File: src/rtl/gpt_pkg.sv
package gpt_pkg;
  localparam int CNT_W    = 16;
  localparam int PS_W     = 8;
  localparam int B_EN     = 15;
  localparam int B_SIDL   = 13;
  localparam int B_GATE   = 6;
  localparam int B_PS_HI  = 5;
  localparam int B_PS_LO  = 4;
  localparam int B_SYNC   = 2;
  localparam int B_SRC    = 1;
  localparam logic [CNT_W-1:0] CTL_MASK = 16'hA076;

  function automatic logic [PS_W-1:0] ps_limit(input logic [1:0] sel);
    case (sel)
      2'd0:    return PS_W'(0);
      2'd1:    return PS_W'(7);
      2'd2:    return PS_W'(63);
      default: return PS_W'(255);
    endcase
  endfunction
endpackage

File: src/rtl/gpt_sync.sv
module gpt_sync #(
  parameter int STAGES = 2
) (
  input  logic clk,
  input  logic rst_n,
  input  logic d,
  output logic q
);
  logic [STAGES-1:0] sr;

  generate
    for (genvar i = 0; i < STAGES; i++) begin : g_stage
      always_ff @(posedge clk or negedge rst_n) begin
        if (!rst_n) sr[i] <= 1'b0;
        else if (i == 0) sr[i] <= d;
        else sr[i] <= sr[(i == 0) ? 0 : i-1];
      end
    end
  endgenerate

  assign q = sr[STAGES-1];
endmodule

File: src/rtl/gpt_prescale.sv
module gpt_prescale
  import gpt_pkg::*;
(
  input  logic       clk,
  input  logic       rst_n,
  input  logic       clr,
  input  logic       run,
  input  logic       tick_in,
  input  logic [1:0] sel,
  output logic       tick_out
);
  logic [PS_W-1:0] div_q;
  logic [PS_W-1:0] lim;
  logic            wrap;

  assign lim      = ps_limit(sel);
  assign wrap     = (div_q >= lim);
  assign tick_out = run && tick_in && wrap;

  always_ff @(posedge clk or negedge rst_n) begin
    if (!rst_n)              div_q <= '0;
    else if (clr)            div_q <= '0;
    else if (run && tick_in) div_q <= wrap ? '0 : div_q + PS_W'(1);
  end
endmodule

File: src/rtl/gpt_core.sv
module gpt_core
  import gpt_pkg::*;
(
  input  logic             clk,
  input  logic             rst_n,
  input  logic             step,
  input  logic             load,
  input  logic [CNT_W-1:0] load_val,
  input  logic [CNT_W-1:0] period,
  input  logic             ext_set,
  input  logic             clr,
  output logic [CNT_W-1:0] cnt,
  output logic             flag
);
  logic hit;
  logic set;

  assign hit = step && (cnt == period);
  assign set = (hit && !load) || ext_set;

  always_ff @(posedge clk or negedge rst_n) begin
    if (!rst_n)    cnt <= '0;
    else if (load) cnt <= load_val;
    else if (hit)  cnt <= '0;
    else if (step) cnt <= cnt + CNT_W'(1);
  end

  always_ff @(posedge clk or negedge rst_n) begin
    if (!rst_n)   flag <= 1'b0;
    else if (set) flag <= 1'b1;
    else if (clr) flag <= 1'b0;
  end
endmodule

File: src/rtl/gated_period_timer.sv
module gated_period_timer
  import gpt_pkg::*;
(
  input  logic             clk,
  input  logic             rst_n,
  input  logic             tick_int,
  input  logic             ext_clk,
  input  logic             gate_in,
  input  logic             idle,
  input  logic             ctl_wr,
  input  logic             tmr_wr,
  input  logic             per_wr,
  input  logic [CNT_W-1:0] wdata,
  input  logic [1:0]       rsel,
  input  logic             flag_clr,
  input  logic             int_en,
  output logic [CNT_W-1:0] rdata,
  output logic [CNT_W-1:0] count,
  output logic             irq_flag,
  output logic             irq
);
  logic [CNT_W-1:0] ctl_q, per_q;
  logic ext_s, ext_d, gate_s, gate_d;
  logic en, sidl, gate_en, src_ext;
  logic run, gmode, src_tick, ps_tick, step, gate_fall;

  always_ff @(posedge clk or negedge rst_n) begin
    if (!rst_n) begin
      ctl_q <= '0;
      per_q <= '0;
    end else begin
      if (ctl_wr) ctl_q <= wdata & CTL_MASK;
      if (per_wr) per_q <= wdata;
    end
  end

  assign en      = ctl_q[B_EN];
  assign sidl    = ctl_q[B_SIDL];
  assign gate_en = ctl_q[B_GATE];
  assign src_ext = ctl_q[B_SRC];

  gpt_sync #(.STAGES(2)) u_sync_ext  (.clk(clk), .rst_n(rst_n), .d(ext_clk), .q(ext_s));
  gpt_sync #(.STAGES(2)) u_sync_gate (.clk(clk), .rst_n(rst_n), .d(gate_in), .q(gate_s));

  always_ff @(posedge clk or negedge rst_n) begin
    if (!rst_n) begin
      ext_d  <= 1'b0;
      gate_d <= 1'b0;
    end else begin
      ext_d  <= ext_s;
      gate_d <= gate_s;
    end
  end

  assign run       = en && !(idle && sidl);
  assign gmode     = en && gate_en && !src_ext;
  assign src_tick  = src_ext ? (ext_s && !ext_d) : tick_int;
  assign gate_fall = gmode && gate_d && !gate_s;

  gpt_prescale u_ps (
    .clk(clk), .rst_n(rst_n), .clr(tmr_wr || !en), .run(run),
    .tick_in(src_tick), .sel(ctl_q[B_PS_HI:B_PS_LO]), .tick_out(ps_tick)
  );

  assign step = ps_tick && (!gmode || gate_s);

  gpt_core u_core (
    .clk(clk), .rst_n(rst_n), .step(step), .load(tmr_wr), .load_val(wdata),
    .period(per_q), .ext_set(gate_fall), .clr(flag_clr),
    .cnt(count), .flag(irq_flag)
  );

  assign irq = irq_flag && int_en;

  always_comb begin
    case (rsel)
      2'd0:    rdata = ctl_q;
      2'd1:    rdata = count;
      2'd2:    rdata = per_q;
      default: rdata = '0;
    endcase
  end
endmodule

File: config.mk
export PLATFORM = sky130hd
export DESIGN_NAME = gated_period_timer
export DESIGN_NICKNAME = d
export VERILOG_FILES = /design/src/rtl/gpt_pkg.sv /design/src/rtl/gpt_sync.sv /design/src/rtl/gpt_prescale.sv /design/src/rtl/gpt_core.sv /design/src/rtl/gated_period_timer.sv
export SDC_FILE = /design/constraint.sdc
export NUM_CORES = 1
export LEC_CHECK = 0
export BUFFER_PORTS_ARGS = -buffer_cell sky130_fd_sc_hd__buf_2
export CAP_MARGIN = 20
export CELL_PAD_IN_SITES_DETAIL_PLACEMENT = 1
export CELL_PAD_IN_SITES_GLOBAL_PLACEMENT = 1
export CORE_AREA = 2 2 90 92
export CTS_BUF_LIST = sky130_fd_sc_hd__clkbuf_8 sky130_fd_sc_hd__clkbuf_16
export DETAILED_ROUTE_END_ITERATION = 10
export DIE_AREA = 0 0 92 94
export PLACE_DENSITY_LB_ADDON = 0.1
export SLEW_MARGIN = 20
export SYNTH_ARGS = -nofsm -noshare
export SYNTH_HDL_FRONTEND = slang
export SYNTH_SLANG_ARGS = --single-unit
File: constraint.sdc
create_clock -name clk -period 2.7 [get_ports clk]
set_clock_uncertainty 0.05 [all_clocks]
set_input_delay 0.405 -clock clk [delete_from_list [all_inputs] [get_ports clk]]
set_output_delay 0.405 -clock clk [all_outputs]
set_load 0.1 [all_outputs]
==> impl_metrics.py, run 1 <==
metrics = {
    "cells_and_area": {
        "drive_gt1_share_pct": 32.99,
        "antenna_cells_inserted": 0,
        "nets": 421,
        "synthToLayoutAreaGrowth_pct": 28.63,
    },
    "timing": {
        "fin_hold_ws_ns": 0.1487,
        "slew_violations": 0,
        "max_slew.worst_pin.slew_ns": 0.5916,
        "rsz0062_at_grt": "no",
        "finalSetupViolCount": 0,
        "tns_ns": 0,
        "timing.final.crit_share_pct": 90.76,
        "maxSlewHeadroom_pct": 60.32,
        "timing_hold_violations_final": 0,
        "max_clock_freq_mhz": 408.1,
        "layout_setup_ws_ns": 0.2494,
        "minimum_clock_period_after_layout_ns": 2.451,
    },
    "synthesis": {
        "synth_ff_type": "dfrtp_1",
        "async_reset_ff_share_pct": 100.0,
        "synthTopCellsByCount": "dfrtp_1 (54), nand2_1 (41), mux2_2 (23), xor2_1 (19), nor2_1 (18)",
        "netlist_top_cells_area": "dfrtp_1 (43%), mux2_2 (8.3%), xor2_1 (5.3%), nand2_1 (4.9%), o21ai_1 (2.6%)",
        "synthCells": 315,
        "post_synth_num_cell_types": 51,
        "synthDominantCellAreaShare_pct": 43.13,
        "part_of_the_yosys_area_used_for_sequential_elements_pct": 43.13,
        "syn-num-nets": 349,
        "most_frequently_used_cell_type_in_the_post_synthesis_netlist": "dfrtp_1",
        "syn_avg_cell_area_sq_um": 9.946,
        "yosys_warnings": 0,
        "synth.cell_area_sq_mm": 0.003133,
        "synth_seq_cells": 54,
        "number_of_enable_type_register_cells_in_the_synthesized_netlist": 0,
        "synth_largest_area_cell": "dfrtp_1",
    },
    "setup_path": {
        "worst-r2r-cell-count": 8,
        "worst-path-max-fanout": 6,
        "critical_path.max_stage_delay_ns": 0.61,
        "critical_path.reg2reg.endpoint": "u_ps.div_q[6]",
        "timing.rr.start": "ctl_q[4]",
        "timing.setup.critical_path_class": "flop to flop",
        "cpMaxStageDelayCell": "or4_1",
        "worst_setup_path_start_kind": "flop",
        "reg2reg_slack_ns": 0.25,
        "worst_ep_required_time_ns": 2.91,
        "worst_setup_path_end_kind": "flop",
        "cells_traversed_along_the_worst_timing_path": "nor2_1, ha_1, o21a_1, o221ai_2, a21oi_2, or4_1, nor4_1, a21o_1",
        "cp.arrival_ns": 2.66,
    },
    "global_routing": {
        "grt_pass1_wl_microns": 15290,
        "antenna_violations_before_repair": 0,
        "first_global_vias": 2882,
        "grt_use_total_pct": 22.71,
        "globalRoute.totalOverflow": 0,
        "grt_max_degree": 37,
    },
    "detailed_routing": {
        "routed-via-count": 2729,
        "drt-wirelength-per-cell_microns": 18.82,
        "routed_via_density": 5.569,
        "drtIter0Drc": 91,
        "route.detailed.drc": 0,
        "drtAntennaViolNets": 0,
        "routed_wl_microns": 9220,
        "drt_first_pass_iters": 4,
    },
    "cts": {
        "tritoncts": "built",
        "cts_root_buf": "clkbuf_8",
        "h-tree-depth": 2,
        "numClockSinks": 54,
        "post_cts_buffers": 0,
        "clockBufferDepth": 2,
        "postCtsResizedCells": 0,
        "holdBufCountCts": 1,
        "clkLatencyLatePin_ns": 0.31,
        "clk_pin_slew_ns": 0.10,
        "cts-buffers-inserted": 5,
    },
    "run_status": {
        "run_status": "complete, no violations",
    },
    "die": {
        "rows": 32,
        "design.portCount": 63,
        "fp.coreArea_sq_mm": 0.007607,
        "initial_utilization_pct": 41.18,
        "dieHeight_microns": 94,
        "die_area_sq_mm": 0.008648,
        "die_width_microns": 92,
    },
    "hold_path": {
        "timing.hold.worst.start": "gate_in",
        "end_point_of_the_worst_hold_path": "u_sync_gate.sr[0]",
        "hold_path_depth": 1,
        "min_delay_worst_type": "input port to flop",
    },
    "placement": {
        "place.port_buffers": 62,
        "gpl.final_weighted_congestion": 0.8627,
        "dp_hpwl_microns": 6966,
        "post-place-ws_ns": 0.2680,
    },
    "power": {
        "vdd_ir_drop_max_mv": 0.3274,
        "pwr_density_cell_mw_per_mm2": 585.8,
        "cellLeakagePower_nw": 1.780,
    },
    "run": {
        "drv_cap": 0,
    },
}
==> layer usage <==
metal / global-route usage [%] / routed length [microns]
met4: 5.348 / 112
met5: 0 / 0
met3: 3.612 / 299
met2: 37.56 / 4388
met1: 31.43 / 4420
==> worst max-delay path by stage <==
stage,startpoint,to,slack [ns],depth (start not counted)
global placement,ctl_q[4],u_ps.div_q[7],0.35,7
finish,ctl_q[4],u_ps.div_q[6],0.25,8
global route,ctl_q[4],u_core.cnt[5],0.04,7
CTS,ctl_q[4],u_core.cnt[6],0.23,7
detailed placement,ctl_q[4],u_ps.div_q[7],0.27,8
floorplan,u_core.cnt[3],u_core.cnt[8],0.06,8
==> final cells by class <==
cell class	instances	area, sq um
multi-input cells	236	1704
fillers	858	3577
flip-flops and latches	54	1351
inverters	7	26.28
well taps	102	127.6
clock inverters	3	41.29
repair buffers	83	710.7
clock buffers	5	68.82
==> cells by family (layout without fill, tap and decap cells) <==
logic type / count (synthesis) / in the layout / share of synthesized area, %
AOI/OAI and AO/OA: 73 / 73 / 18.97
buffers and inverters: 25 / 98 / 3.314
DFF: 54 / 54 / 43.13
adders and majority gates: 5 / 5 / 1.997
xor gates and xnor gates: 20 / 20 / 5.591
and+or+nand+nor: 108 / 108 / 16.49
muxes: 30 / 30 / 10.50
==> stage by stage <==
stage / instances / power (mW) / instance area, sq um / util (%)
floorplan: 315 / 1.537 / 3159 / -
global placement: 481 / 1.818 / 3910 / 51.40
detailed placement: 481 / 1.829 / 3910 / 51.40
CTS: 490 / 2.385 / 4030 / 52.98
global route: 490 / 2.471 / 4030 / 52.98
finish: 490 / 2.361 / 4030 / 52.98
==> flip-flops by register name, indices dropped and copies added (netlist names) <==
name,flops
u_sync_ext.q,1
u_core.flag,1
gate_d,1
u_sync_ext.sr,1
u_ps.div_q,8
ext_d,1
ctl_q,7
u_core.cnt,16
per_q,16
u_sync_gate.sr,1
u_sync_gate.q,1
==> placed cells by master, fill, tap and decap left out, types with 3 or more instances in the layout <==
cell type  netlist  routed
nor4_1           7       7
a21o_1           7       7
nand2_1         41      41
o21ai_1         16       9
or3_1            3       3
mux2_2          23      23
buf_4            0      20
nand3_1         11      11
nand4_1          5       5
xor2_1          19      19
buf_2            2      46
nor2_1          18      18
o211ai_1         5       5
buf_12           0      16
a21oi_1          3       3
clkbuf_8         0       5
nor2b_1          5       5
and2_1           6       6
dfrtp_1         54      54
o311ai_1         8       8
nand2b_1         3       3
a22o_1           9       9
mux2i_1          7       7
and3_1           3       3
ha_1             5       5
inv_1            6       7
o21ai_2          0       7
==> critical path: cells and delay by family, from the launching register on <==
kind,cells,cell delay (ns)
AOI/OAI and AO/OA,4,0.70
adders and majority gates,1,0.21
DFF,1,0.43
and+or+nand+nor,3,1.02
==> where the power goes <==
| part | total, mW | leakage [nW] | switching, mW | internal (mW) |
|---|---|---|---|---|
| clock | 0.547 | 0.0556 | 0.273 | 0.273 |
| combinational | 0.869 | 1.07 | 0.600 | 0.269 |
| sequential | 0.945 | 0.653 | 0.0723 | 0.873 |
No activity file was read; power rests on OpenSTA's default activity.
==> inputs of run 2 (changes only) <==
ABC_AREA = 1   (was not set)
CORE_AREA = 2 2 96 98   (was 2 2 90 92)
DIE_AREA = 0 0 98 100   (was 0 0 92 94)
==> impl_metrics.py, run 2 <==
metrics = {
    "detailed_routing": {
        "drtAntennaViolNets": 0,
        "routed-via-count": 3199,
        "drt_first_pass_iters": 4,
        "top_layer_used": "met4",
        "drt-wirelength-per-cell_microns": 15.78,
        "met1_length_microns": 4473,
        "met3RoutedLength_microns": 265,
        "route.met2.wl_microns": 5099,
        "drtIter0Drc": 117,
        "routed_via_density": 5.070,
        "route.detailed.drc": 0,
        "routed_wl_microns": 9957,
    },
    "synthesis": {
        "netlist_top_cells_area": "dfrtp_1 (39%), nand2_1 (14%), inv_1 (8.4%), xor2_1 (4.0%), nand4_1 (4.0%)",
        "yosys_warnings": 0,
        "number_of_enable_type_register_cells_in_the_synthesized_netlist": 0,
        "synth_seq_cells": 54,
        "syn_avg_cell_area_sq_um": 7.518,
        "synth_largest_area_cell": "dfrtp_1",
        "most_frequently_used_cell_type_in_the_post_synthesis_netlist": "nand2_1",
        "synth.cell_area_sq_mm": 0.003481,
        "synthDominantCellAreaShare_pct": 38.82,
        "synth_ff_type": "dfrtp_1",
        "syn-num-nets": 497,
        "post_synth_num_cell_types": 40,
        "async_reset_ff_share_pct": 100.0,
        "part_of_the_yosys_area_used_for_sequential_elements_pct": 38.82,
        "synthTopCellsByCount": "nand2_1 (127), inv_1 (78), dfrtp_1 (54), nor2_1 (27), o21ai_0 (26)",
        "synthCells": 463,
    },
    "setup_path": {
        "worst_setup_path_start_kind": "input port",
        "worst_setup_path_end_kind": "output pin",
        "worst_ep_required_time_ns": 2.25,
        "cpMaxStageDelayCell": "or2_2",
        "cp_num_buf_inv": 2,
        "critical_path.max_stage_delay_ns": 0.53,
        "path_delay_family": "buffers and inverters",
        "cpMostUsedCell": "buf_2",
        "timing.setup.critical_path_class": "input port to output pin",
        "cells_traversed_along_the_worst_timing_path": "buf_2, or2_2, o221ai_2, buf_2",
        "worst-path-max-fanout": 16,
        "cp.arrival_ns": 1.73,
    },
    "global_routing": {
        "globalRoute.totalOverflow": 0,
        "grt_max_degree": 55,
        "antenna_violations_before_repair": 0,
        "grt_pass1_wl_microns": 17000,
        "grt_use_total_pct": 21.39,
        "first_global_vias": 3378,
    },
    "cells_and_area": {
        "largestRegisters": "per_q: 16 flops, u_core.cnt: 16 flops, u_ps.div_q: 8 flops",
        "combined_area_of_the_multi_input_logic_cells_sq_mm": 0.001770,
        "num-fill-cells": 1158,
        "ff_latch_area_sq_mm": 0.001351,
        "synthToLayoutAreaGrowth_pct": 16.18,
        "drive_gt1_share_pct": 23.08,
        "antenna_cells_inserted": 0,
        "mostFrequentLayoutCells": "nand2_1 (127), inv_1 (78), buf_2 (62), dfrtp_1 (54), nor2_1 (27)",
        "final-instance-count-excl-fill": 631,
        "layout_commonest_cell": "nand2_1",
        "nets": 553,
    },
    "timing": {
        "max_clock_freq_mhz": 457.6,
        "finalSetupViolCount": 0,
        "rsz0062_at_grt": "no",
        "fin_hold_ws_ns": 0.01895,
        "maxSlewHeadroom_pct": 62.03,
        "timing_hold_violations_final": 0,
        "minimum_clock_period_after_layout_ns": 2.185,
        "max_slew.worst_pin.slew_ns": 0.5695,
        "slew_violations": 0,
        "timing.final.crit_share_pct": 80.93,
    },
    "die": {
        "dieHeight_microns": 100,
        "design.portCount": 63,
        "die_area_sq_mm": 0.009800,
        "rows": 35,
        "initial_utilization_pct": 39.16,
        "fp.coreArea_sq_mm": 0.008890,
        "die_width_microns": 98,
    },
    "placement": {
        "dp_hpwl_microns": 7444,
        "gpl.final_weighted_congestion": 0.8264,
        "place.port_buffers": 62,
        "place.detailed.instances": 623,
    },
    "cts": {
        "cts-buffers-inserted": 5,
        "postCtsResizedCells": 0,
        "post_cts_buffers": 0,
        "clockBufferDepth": 2,
        "tritoncts": "built",
        "h-tree-depth": 2,
        "holdBufCountCts": 0,
        "clkLatencyLatePin_ns": 0.31,
        "clk_pin_slew_ns": 0.10,
        "cts_root_buf": "clkbuf_8",
        "numClockSinks": 54,
    },
    "hold_path": {
        "min_delay_worst_type": "input port to async pin",
    },
    "power": {
        "vdd_ir_drop_max_mv": 0.1801,
        "cellLeakagePower_nw": 2.108,
        "pwr_density_cell_mw_per_mm2": 561.3,
        "total_power_mw": 2.270,
    },
    "run": {
        "drv_cap": 0,
    },
    "run_status": {
        "run_status": "complete, no violations",
    },
}
==> run 2: per-layer routing <==
layer  GRT usage (%)  up-vias
li1                -     1579
met1           27.86     1567
met2           38.72       46
met3           2.368        7
met4           4.167        0
met5               0        -
==> run 2: final timing paths <==
kind	from	endpoint	slack [ns]	depth (start not counted)
setup / recovery	rsel[1]	rdata[1]	0.51	4
hold / removal	rst_n	per_q[3]	0.02	2
setup reg to reg	ctl_q[5]	u_core.cnt[0]	0.65	12
hold reg to reg	u_sync_ext.sr[0]	u_sync_ext.q	0.31	0
max in group asynchronous	rst_n	per_q[6]	2.31	2
min in group clk	ext_clk	u_sync_ext.sr[0]	0.14	1
==> run 2: kinds of logic (layout without fill, tap and decap cells) <==
kind of cell | count (synthesis) | in the layout | share of synthesized area [%]
AO/OA/AOI/OAI | 53 | 53 | 9.058
XOR/XNOR | 27 | 27 | 6.793
adder cells (fa/ha/maj) | 5 | 5 | 1.797
buffers and inverters | 100 | 157 | 12.47
flip-flops | 54 | 54 | 38.82
multiplexers | 4 | 4 | 1.294
AND/OR/NAND/NOR | 220 | 220 | 29.76
==> run 2: final cells by class <==
| type | instances | area share (%) |
|---|---|---|
| Multi-Input combinational cell | 309 | 43.78 |
| Sequential cell | 54 | 33.42 |
| Timing Repair Buffer | 67 | 8.911 |
| Inverter | 82 | 7.766 |
| Tap cell | 111 | 3.434 |
| Clock buffer | 5 | 1.702 |
| Clock inverter | 3 | 0.9901 |
==> run 2: power breakdown <==
part           switching [mW]  total [mW]  leakage, nW  internal [mW]
logic                   0.591       0.759         1.38          0.169
registers              0.0786       0.947        0.668          0.868
clock network           0.290       0.564       0.0579          0.274
total                   0.959        2.27         2.11           1.31
==> run 2: per-stage QoR <==
step / util [%] / setup TNS [ns] / instance area, sq um / setup WS [ns]
2_1_floorplan: - / -1.806 / 3556 / -0.4678
3_3_place_gp: 44.26 / 0 / 3935 / 0.5381
3_5_place_dp: 44.26 / 0 / 3935 / 0.5118
4_1_cts: 45.49 / 0 / 4044 / 0.5112
5_1_grt: 45.49 / 0 / 4044 / 0.4412
6_report: 45.49 / 0 / 4044 / 0.5149
